==> src/rtl/brm_pkg.sv <==
package brm_pkg;
    parameter int NUM_BR = 4;
    localparam int ID_W = (NUM_BR > 1) ? $clog2(NUM_BR) : 1;

    typedef logic [NUM_BR-1:0] br_mask_t;
    typedef logic [ID_W-1:0]   br_id_t;

    typedef struct packed {
        logic   valid;
        br_id_t id;
        logic   mispredict;
    } resolve_t;

    function automatic br_mask_t id_to_bit(input br_id_t id);
        br_mask_t m;
        m = '0;
        m[id] = 1'b1;
        return m;
    endfunction
endpackage

==> src/rtl/brm_resolve.sv <==
module brm_resolve
    import brm_pkg::*;
(
    input  br_mask_t busy,
    input  br_mask_t dep [NUM_BR],
    input  resolve_t res,
    output br_mask_t clear_mask,
    output br_mask_t kill_mask,
    output br_mask_t drop_mask
);
    logic     hit;
    br_mask_t younger;

    assign hit = res.valid && busy[res.id];

    for (genvar i = 0; i < NUM_BR; i++) begin : g_young
        assign younger[i] = busy[i] && dep[i][res.id];
    end

    always_comb begin
        clear_mask = '0;
        kill_mask  = '0;
        drop_mask  = '0;
        if (hit) begin
            if (res.mispredict) begin
                kill_mask = id_to_bit(res.id);
                drop_mask = id_to_bit(res.id) | younger;
            end else begin
                clear_mask = id_to_bit(res.id);
                drop_mask  = id_to_bit(res.id);
            end
        end
    end
endmodule

==> src/rtl/brm_pick.sv <==
module brm_pick
    import brm_pkg::*;
(
    input  br_mask_t avail,
    output logic     found,
    output br_id_t   idx
);
    always_comb begin
        found = 1'b0;
        idx   = '0;
        for (int i = NUM_BR - 1; i >= 0; i--) begin
            if (avail[i]) begin
                found = 1'b1;
                idx   = br_id_t'(i);
            end
        end
    end
endmodule

==> src/rtl/spec_branch_tracker.sv <==
module spec_branch_tracker
    import brm_pkg::*;
(
    input  logic       clk,
    input  logic       rst,
    input  logic       alloc_req,
    output logic       alloc_grant,
    output logic [1:0] alloc_id,
    output logic       alloc_full,
    output logic [3:0] tag_mask,
    input  logic       resolve_valid,
    input  logic [1:0] resolve_id,
    input  logic       resolve_mispredict,
    output logic [3:0] kill_mask,
    output logic [3:0] clear_mask
);
    br_mask_t busy_q;
    br_mask_t dep_q [NUM_BR];
    br_mask_t clr_w, kill_w, drop_w, busy_after;
    resolve_t res;
    logic     found;
    br_id_t   pick_idx;

    assign res = '{valid: resolve_valid, id: resolve_id, mispredict: resolve_mispredict};

    brm_resolve u_resolve (
        .busy       (busy_q),
        .dep        (dep_q),
        .res        (res),
        .clear_mask (clr_w),
        .kill_mask  (kill_w),
        .drop_mask  (drop_w)
    );

    assign busy_after = busy_q & ~drop_w;

    brm_pick u_pick (
        .avail (~busy_after),
        .found (found),
        .idx   (pick_idx)
    );

    assign alloc_grant = alloc_req && found;
    assign alloc_full  = !found;
    assign alloc_id    = alloc_grant ? pick_idx : '0;
    assign tag_mask    = busy_after;
    assign kill_mask   = kill_w;
    assign clear_mask  = clr_w;

    for (genvar i = 0; i < NUM_BR; i++) begin : g_slot
        always_ff @(posedge clk) begin
            if (rst) begin
                busy_q[i] <= 1'b0;
                dep_q[i]  <= '0;
            end else if (alloc_grant && pick_idx == br_id_t'(i)) begin
                busy_q[i] <= 1'b1;
                dep_q[i]  <= busy_after;
            end else begin
                busy_q[i] <= busy_after[i];
                dep_q[i]  <= dep_q[i] & ~clr_w;
            end
        end
    end
endmodule

==> config.mk <==
export PLATFORM = sky130hd
export DESIGN_NAME = spec_branch_tracker
export DESIGN_NICKNAME = d
export VERILOG_FILES = /design/src/rtl/brm_pkg.sv /design/src/rtl/brm_resolve.sv /design/src/rtl/brm_pick.sv /design/src/rtl/spec_branch_tracker.sv
export SDC_FILE = /design/constraint.sdc
export NUM_CORES = 1
export LEC_CHECK = 0
export ABC_AREA = 0
export CAP_MARGIN = 25
export CORE_MARGIN = 1.5
export CORE_UTILIZATION = 35
export DETAILED_ROUTE_END_ITERATION = 12
export PLACE_DENSITY = 0.66
export RECOVER_POWER = 25
export SLEW_MARGIN = 20
export SYNTH_ARGS = -nofsm -noshare
export SYNTH_HDL_FRONTEND = slang
export SYNTH_HIERARCHICAL = 1
export SYNTH_SLANG_ARGS = --single-unit
==> constraint.sdc <==
create_clock -name clk -period 3.9 [get_ports clk]
set_input_delay 0.78 -clock clk [delete_from_list [all_inputs] [get_ports clk]]
set_output_delay 0.78 -clock clk [all_outputs]
set_load 0.03 [all_outputs]
Word level (Yosys, flattened, before mapping)
Cells that the tools add are included.
{"block": "op_classes", "n_reduce_logical": 13, "magnitude_cmp": 2, "bitwise": 9, "n_eq_ne": 3, "n_mux": 35}
{"operator": "2-to-1 mux 4 bit", "count": 10}
{"operator": "bitwise AND 4 bit", "count": 5}
{"operator": "2-to-1 mux 1 bit", "count": 14}
{"operator": "NOT 4 bit", "count": 3}
{"operator": "logical AND 1 bit", "count": 11}
{"operator": "binary-select mux 1 bit (select 2 bit)", "count": 5}
{"operator": "2-to-1 mux 2 bit", "count": 5}
{"operator": "== test 2 bit (second input constant)", "count": 2}
{"operator": "bitwise OR 4 bit", "count": 1}
{"operator": "< comparator 2 x 3 -> 1 bit (second input constant)", "count": 1}
{"operator": "demux 1 bit (select 2 bit)", "count": 1}
{"operator": "== test 2 x 1 -> 1 bit (second input constant)", "count": 1}
{"operator": "greater-or-equal comparator 2 x 1 -> 1 bit (second input constant)", "count": 1}
{"operator": "logical NOT 2 bit", "count": 1}
{"operator": "logical NOT 1 bit", "count": 1}
{"block": "totals", "word_cells": 70, "reg_bits": 20}

Longest topological paths before layout
{"block": "logic_depth", "depth_word": 17, "depth_mapped": 11, "depth_no_buf": 8}

By module
The synthesis kept the hierarchy.
{"module": "spec_branch_tracker", "cells_each": 81, "area_each_um2": 909.6, "n_inst": 1}
{"module": "brm_resolve", "cells_each": 47, "area_each_um2": 299.0, "n_inst": 1}
{"module": "brm_pick", "cells_each": 7, "area_each_um2": 35.0, "n_inst": 1}

Worst setup path after synthesis
Ideal clock, no wire load.
{"block": "synth_timing", "path_kind": "input -> output", "from": "input port resolve_id[0]", "to": "output port alloc_id[1]", "t_arrival_ns": 2.327, "stages": 7, "path_slack_ns": 0.793, "required_time_ns": 3.120, "cell_sequence": "buf_2 > buf_2 > nor3_1 > o21a_1 > nand2b_1 > nor3_1 > and3_1"}
{"element": "start, declared", "line": "spec_branch_tracker.sv:12", "source": "input logic [1:0] resolve_id,"}
{"element": "< comparator 2 x 3 -> 1 bit (not written as such) / greater-or-equal comparator 2 x 1 -> 1 bit (equally long branches)", "line": "brm_pkg.sv:17", "source": "m[id] = 1'b1;"}
{"element": "logical AND 1 bit (not written as such)", "line": "brm_pkg.sv:17"}
{"element": "2-to-1 mux 1 bit (not written as such)", "line": "brm_pkg.sv:17"}
{"element": "demux 1 bit (select 2 bit)"}
{"element": "bitwise OR 4 bit", "line": "brm_resolve.sv:27", "source": "drop_mask = id_to_bit(res.id) | younger;"}
{"element": "2-to-1 mux 4 bit", "line": "brm_resolve.sv:25", "source": "if (res.mispredict) begin"}
{"element": "2-to-1 mux 4 bit (*)", "line": "brm_resolve.sv:24", "source": "if (hit) begin"}
{"element": "net drop_w[1]", "line": "spec_branch_tracker.sv:19", "source": "br_mask_t clr_w, kill_w, drop_w, busy_after;"}
{"element": "NOT 4 bit (*)", "line": "spec_branch_tracker.sv:35", "source": "assign busy_after = busy_q & ~drop_w;"}
{"element": "bitwise AND 4 bit (*)", "line": "spec_branch_tracker.sv:35"}
{"element": "NOT 4 bit (*)", "line": "spec_branch_tracker.sv:38", "source": ".avail (~busy_after),"}
{"element": "2-to-1 mux 2 bit (*) (2 in series)", "line": "brm_pick.sv:12", "source": "if (avail[i]) begin"}
{"element": "net pick_idx[1]", "line": "spec_branch_tracker.sv:22", "source": "br_id_t pick_idx;"}
{"element": "2-to-1 mux 2 bit (*)", "line": "spec_branch_tracker.sv:45", "source": "assign alloc_id = alloc_grant ? pick_idx : '0;"}
{"element": "end, declared", "line": "spec_branch_tracker.sv:8", "source": "output logic [1:0] alloc_id,"}
Mark *: on every way through the listed nets, which the timed path passes. The rest lies on a longest branch. The select of a mux whose other input is x is not followed.

Final worst setup path
{"block": "layout_timing", "from": "input port resolve_id[0]", "to": "output port tag_mask[3]"}
{"block": "layout_between", "elab_chain_len": 9}
{"element": "< comparator 2 x 3 -> 1 bit (not written as such) / greater-or-equal comparator 2 x 1 -> 1 bit (equally long branches)", "line": "brm_pkg.sv:17"}
{"element": "logical AND 1 bit (not written as such)", "line": "brm_pkg.sv:17"}
{"element": "2-to-1 mux 1 bit (not written as such)", "line": "brm_pkg.sv:17"}
{"element": "demux 1 bit (select 2 bit)"}
{"element": "bitwise OR 4 bit", "line": "brm_resolve.sv:27"}
{"element": "2-to-1 mux 4 bit", "line": "brm_resolve.sv:25"}
{"element": "2-to-1 mux 4 bit (*)", "line": "brm_resolve.sv:24"}
{"element": "net drop_w[3]", "line": "spec_branch_tracker.sv:19"}
{"element": "NOT 4 bit (*)", "line": "spec_branch_tracker.sv:35"}
{"element": "bitwise AND 4 bit (*)", "line": "spec_branch_tracker.sv:35"}
{"element": "end, declared", "line": "spec_branch_tracker.sv:10", "source": "output logic [3:0] tag_mask,"}
Marked as above.

==> metrics.csv <==
stage,metric,value,unit
run_status,outcome,"finished, final reports clean",
grt,largest net degree at the start of global routing,21,
critical_path,CP endpoint kind,primary output,
finish,layout filler cell count,302,
power_and_ir_drop,Comb pwr share,19.4,%
worst_hold_path,Hold Startpoint,dep_q[14]$_SDFF_PP0_,
worst_hold_path,Worst Hold Endpoint,dep_q[14]$_SDFF_PP0_,
floorplan,I/O Pins,23,
sta,Setup-failing EPs final,0,
sta,fin crit share,95.88,%
critical_path,worst reg2reg startpoint,busy_q[3]$_SDFF_PP0_,
sta,"Hold Vio Cnt, Final",0,
floorplan,Core Area,0.003003,sq mm
finish,area of the multi-input gates,663.1,sq um
finish,layout cells sized above 1,13.33,%
sta,setup TNS,0,ns
critical_path,Reg2Reg Setup Slack,1.50,ns
route,vias per cell,5.410,
floorplan,die width,58.77,microns
synth,Syn Nets,130,
critical_path,Worst Reg-to-Reg Cells,9,
worst_hold_path,Hold Crit Depth,2,
critical_path,kind of critical path,in2out,
route,DR pass1 iterations,10,
clock_tree,clk buf depth,2,
critical_path,reg2reg end,dep_q[5]$_SDFF_PP0_,
route,Residual DRC,0,
power_and_ir_drop,Psw,96.21,uW
critical_path,CP Cell Sequence,clkdlybuf4s50_1 -> nand4_1 -> o311ai_0 -> and2_1 -> nand2b_1 -> inv_1 -> clkdlybuf4s50_1,
placed_design,Buffers on Ports,22,
critical_path,Worst Setup SP,resolve_id[0],
critical_path,worst endpoint required time,3.12,ns
clock_tree,"Clk pin slew, worst setup/hold paths",0.10,ns
route,Starting DRT DRC Count,49,
power_and_ir_drop,P_leak,0.5930,nW
clock_tree,worst skew pair latency,0.29,ns
power_and_ir_drop,Internal Power,253.6,uW
route,drt wl/cell,14.71,microns
finish,nets,158,
clock_tree,TritonCTS Buffers,3,
grt,vias in the first global route,930,
floorplan,number of core rows,20,
placed_design,GPL Wtd Cong,0.8586,
worst_hold_path,hold crit path type,reg2reg,
sta,worst slew pin tran,0.6164,ns
critical_path,element type at the critical path start,input pin,
synth,YS warnings,6,
sta,Slew HR,58.78,%
route,remaining antenna violation count,0,
route,post-detailed-routing wire length,2692,microns
finish,"Area growth, synth to finish",25.63,%
critical_path,crit-path most repeated cell,clkdlybuf4s50_1,
power_and_ir_drop,peak supply drop,71.09,uV
critical_path,CP arrival,2.96,ns
clock_tree,CTS tree,done,
power_and_ir_drop,PD cells,255.8,mW/mm^2
clock_tree,# clock sinks,16,
synth,synthesized instance count,123,
synth,Synth Cell Area,0.001089,sq mm
floorplan,die area,0.003454,sq mm
power_and_ir_drop,Clk pwr share,32.0,%
sta,"Slew Viols, Final",0,
clock_tree,hold_buf cts,0,
sta,Worst Clk Skew,0.002041,ns
placed_design,detailed placer's ending HPWL,2067,microns
run,maxcap violations,0,
clock_tree,root buffer cell,clkbuf_4,
synth,Mean Syn Cell Area,8.850,sq um
clock_tree,H-tree depth,1,
power_and_ir_drop,share of power burned in registers,48.6,%
grt,initial antenna violation count,0,
power_and_ir_drop,sw frac,27.51,%
finish,ANT cells,0,
grt,GRT Resource Usage Total,16.58,%
sta,Tmin final,3.739,ns
critical_path,CP Max Fanout,16,
finish,sequential standard cell area,320.3,sq um
sta,RSZ-0062 raised after global routing,no,
critical_path,Max stage delay on crit path,0.66,ns
grt,grt ovf,0,
floorplan,Die Y,58.77,microns
sta,Max Freq,267.4,MHz
critical_path,Slowest cell on crit path,clkdlybuf4s50_1,
grt,first-pass GRT wire length,4360,microns
power_and_ir_drop,Pwr Total,349.8,uW
route,vias,990,
floorplan,starting density of the core,36.25,%
==> state kept, by name, summed over array words and instances (netlist names) <==
name    cells
dep_q      12
busy_q      4
==> cells in the final DEF (no fill, tap or decap), types with 2 or more instances in the layout <==
master / count
nand2_1: 10
nand2b_1: 6
or3b_1: 16
buf_4: 13
dfxtp_1: 16
nor2_1: 5
nor3b_1: 3
clkdlybuf4s50_1: 17
a21oi_1: 5
and2_1: 3
nand4b_1: 2
and3_1: 3
mux2i_1: 18
inv_1: 6
nor3_1: 4
nand4_1: 2
clkbuf_4: 3
o21a_1: 2
nand3_1: 4
==> timing repair <==
action                                  CTS  global route
endpoints found under the setup margin    0             3
resized for setup                         0             1
buffers inserted                          0             0
==> power by group through the flow <==
stage	clock network (mW)	registers, mW	logic, mW
2_1_floorplan	0	0.172	0.0456
3_3_place_gp	0	0.174	0.0683
3_5_place_dp	0	0.174	0.0694
4_1_cts	0.115	0.170	0.0698
5_1_grt	0.124	0.170	0.0728
6_report	0.112	0.170	0.0680
==> final cells by class <==
| type | instances | area share (%) |
|---|---|---|
| clock buffer | 4 | 2.653 |
| inverter | 6 | 1.647 |
| multi-input combinational | 92 | 48.49 |
| sequential | 16 | 23.42 |
| tap | 33 | 3.019 |
| timing repair buffer | 32 | 20.77 |
==> how the worst max path moves through the flow <==
stage                        endpoint  slack, ns  depth (start not counted)
after floorplan           alloc_id[1]       0.79                          7
after global placement    tag_mask[2]       0.23                          8
after detailed placement  tag_mask[3]       0.16                          7
after CTS                 tag_mask[3]       0.18                          7
after global routing      tag_mask[3]       0.02                          7
final                     tag_mask[3]       0.16                          7
==> metrics by stage <==
| stage | setup slack [ns] | hold slack, ns | std cells | area, sq um | utilization (%) |
|---|---|---|---|---|---|
| after global routing | 0.02020 | 0.5855 | 183 | 1368 | 45.54 |
| after global placement | 0.2311 | 0.5497 | 179 | 1351 | 45.00 |
| after CTS | 0.1787 | 0.5776 | 183 | 1388 | 46.21 |
| after detailed placement | 0.1628 | 0.5600 | 179 | 1351 | 45.00 |
| final | 0.1608 | 0.5764 | 183 | 1368 | 45.54 |
| after floorplan | 0.7928 | 0.5326 | 123 | 1089 | - |
==> per-layer routing <==
layer / GRT usage (%) / wire [microns] / up-vias
li1: - / - / 498
met1: 21.88 / 1262 / 462
met2: 28.10 / 1336 / 28
met3: 0.8791 / 68 / 2
met4: 6.818 / 24 / 0
met5: 0 / 0 / -
==> worst max-delay path: cells and delay by family <==
family          cells  cell delay, ns
simple gates        3            0.61
buf+inv             3            1.39
compound gates      1            0.18
Power figures use the tool's default switching activity.
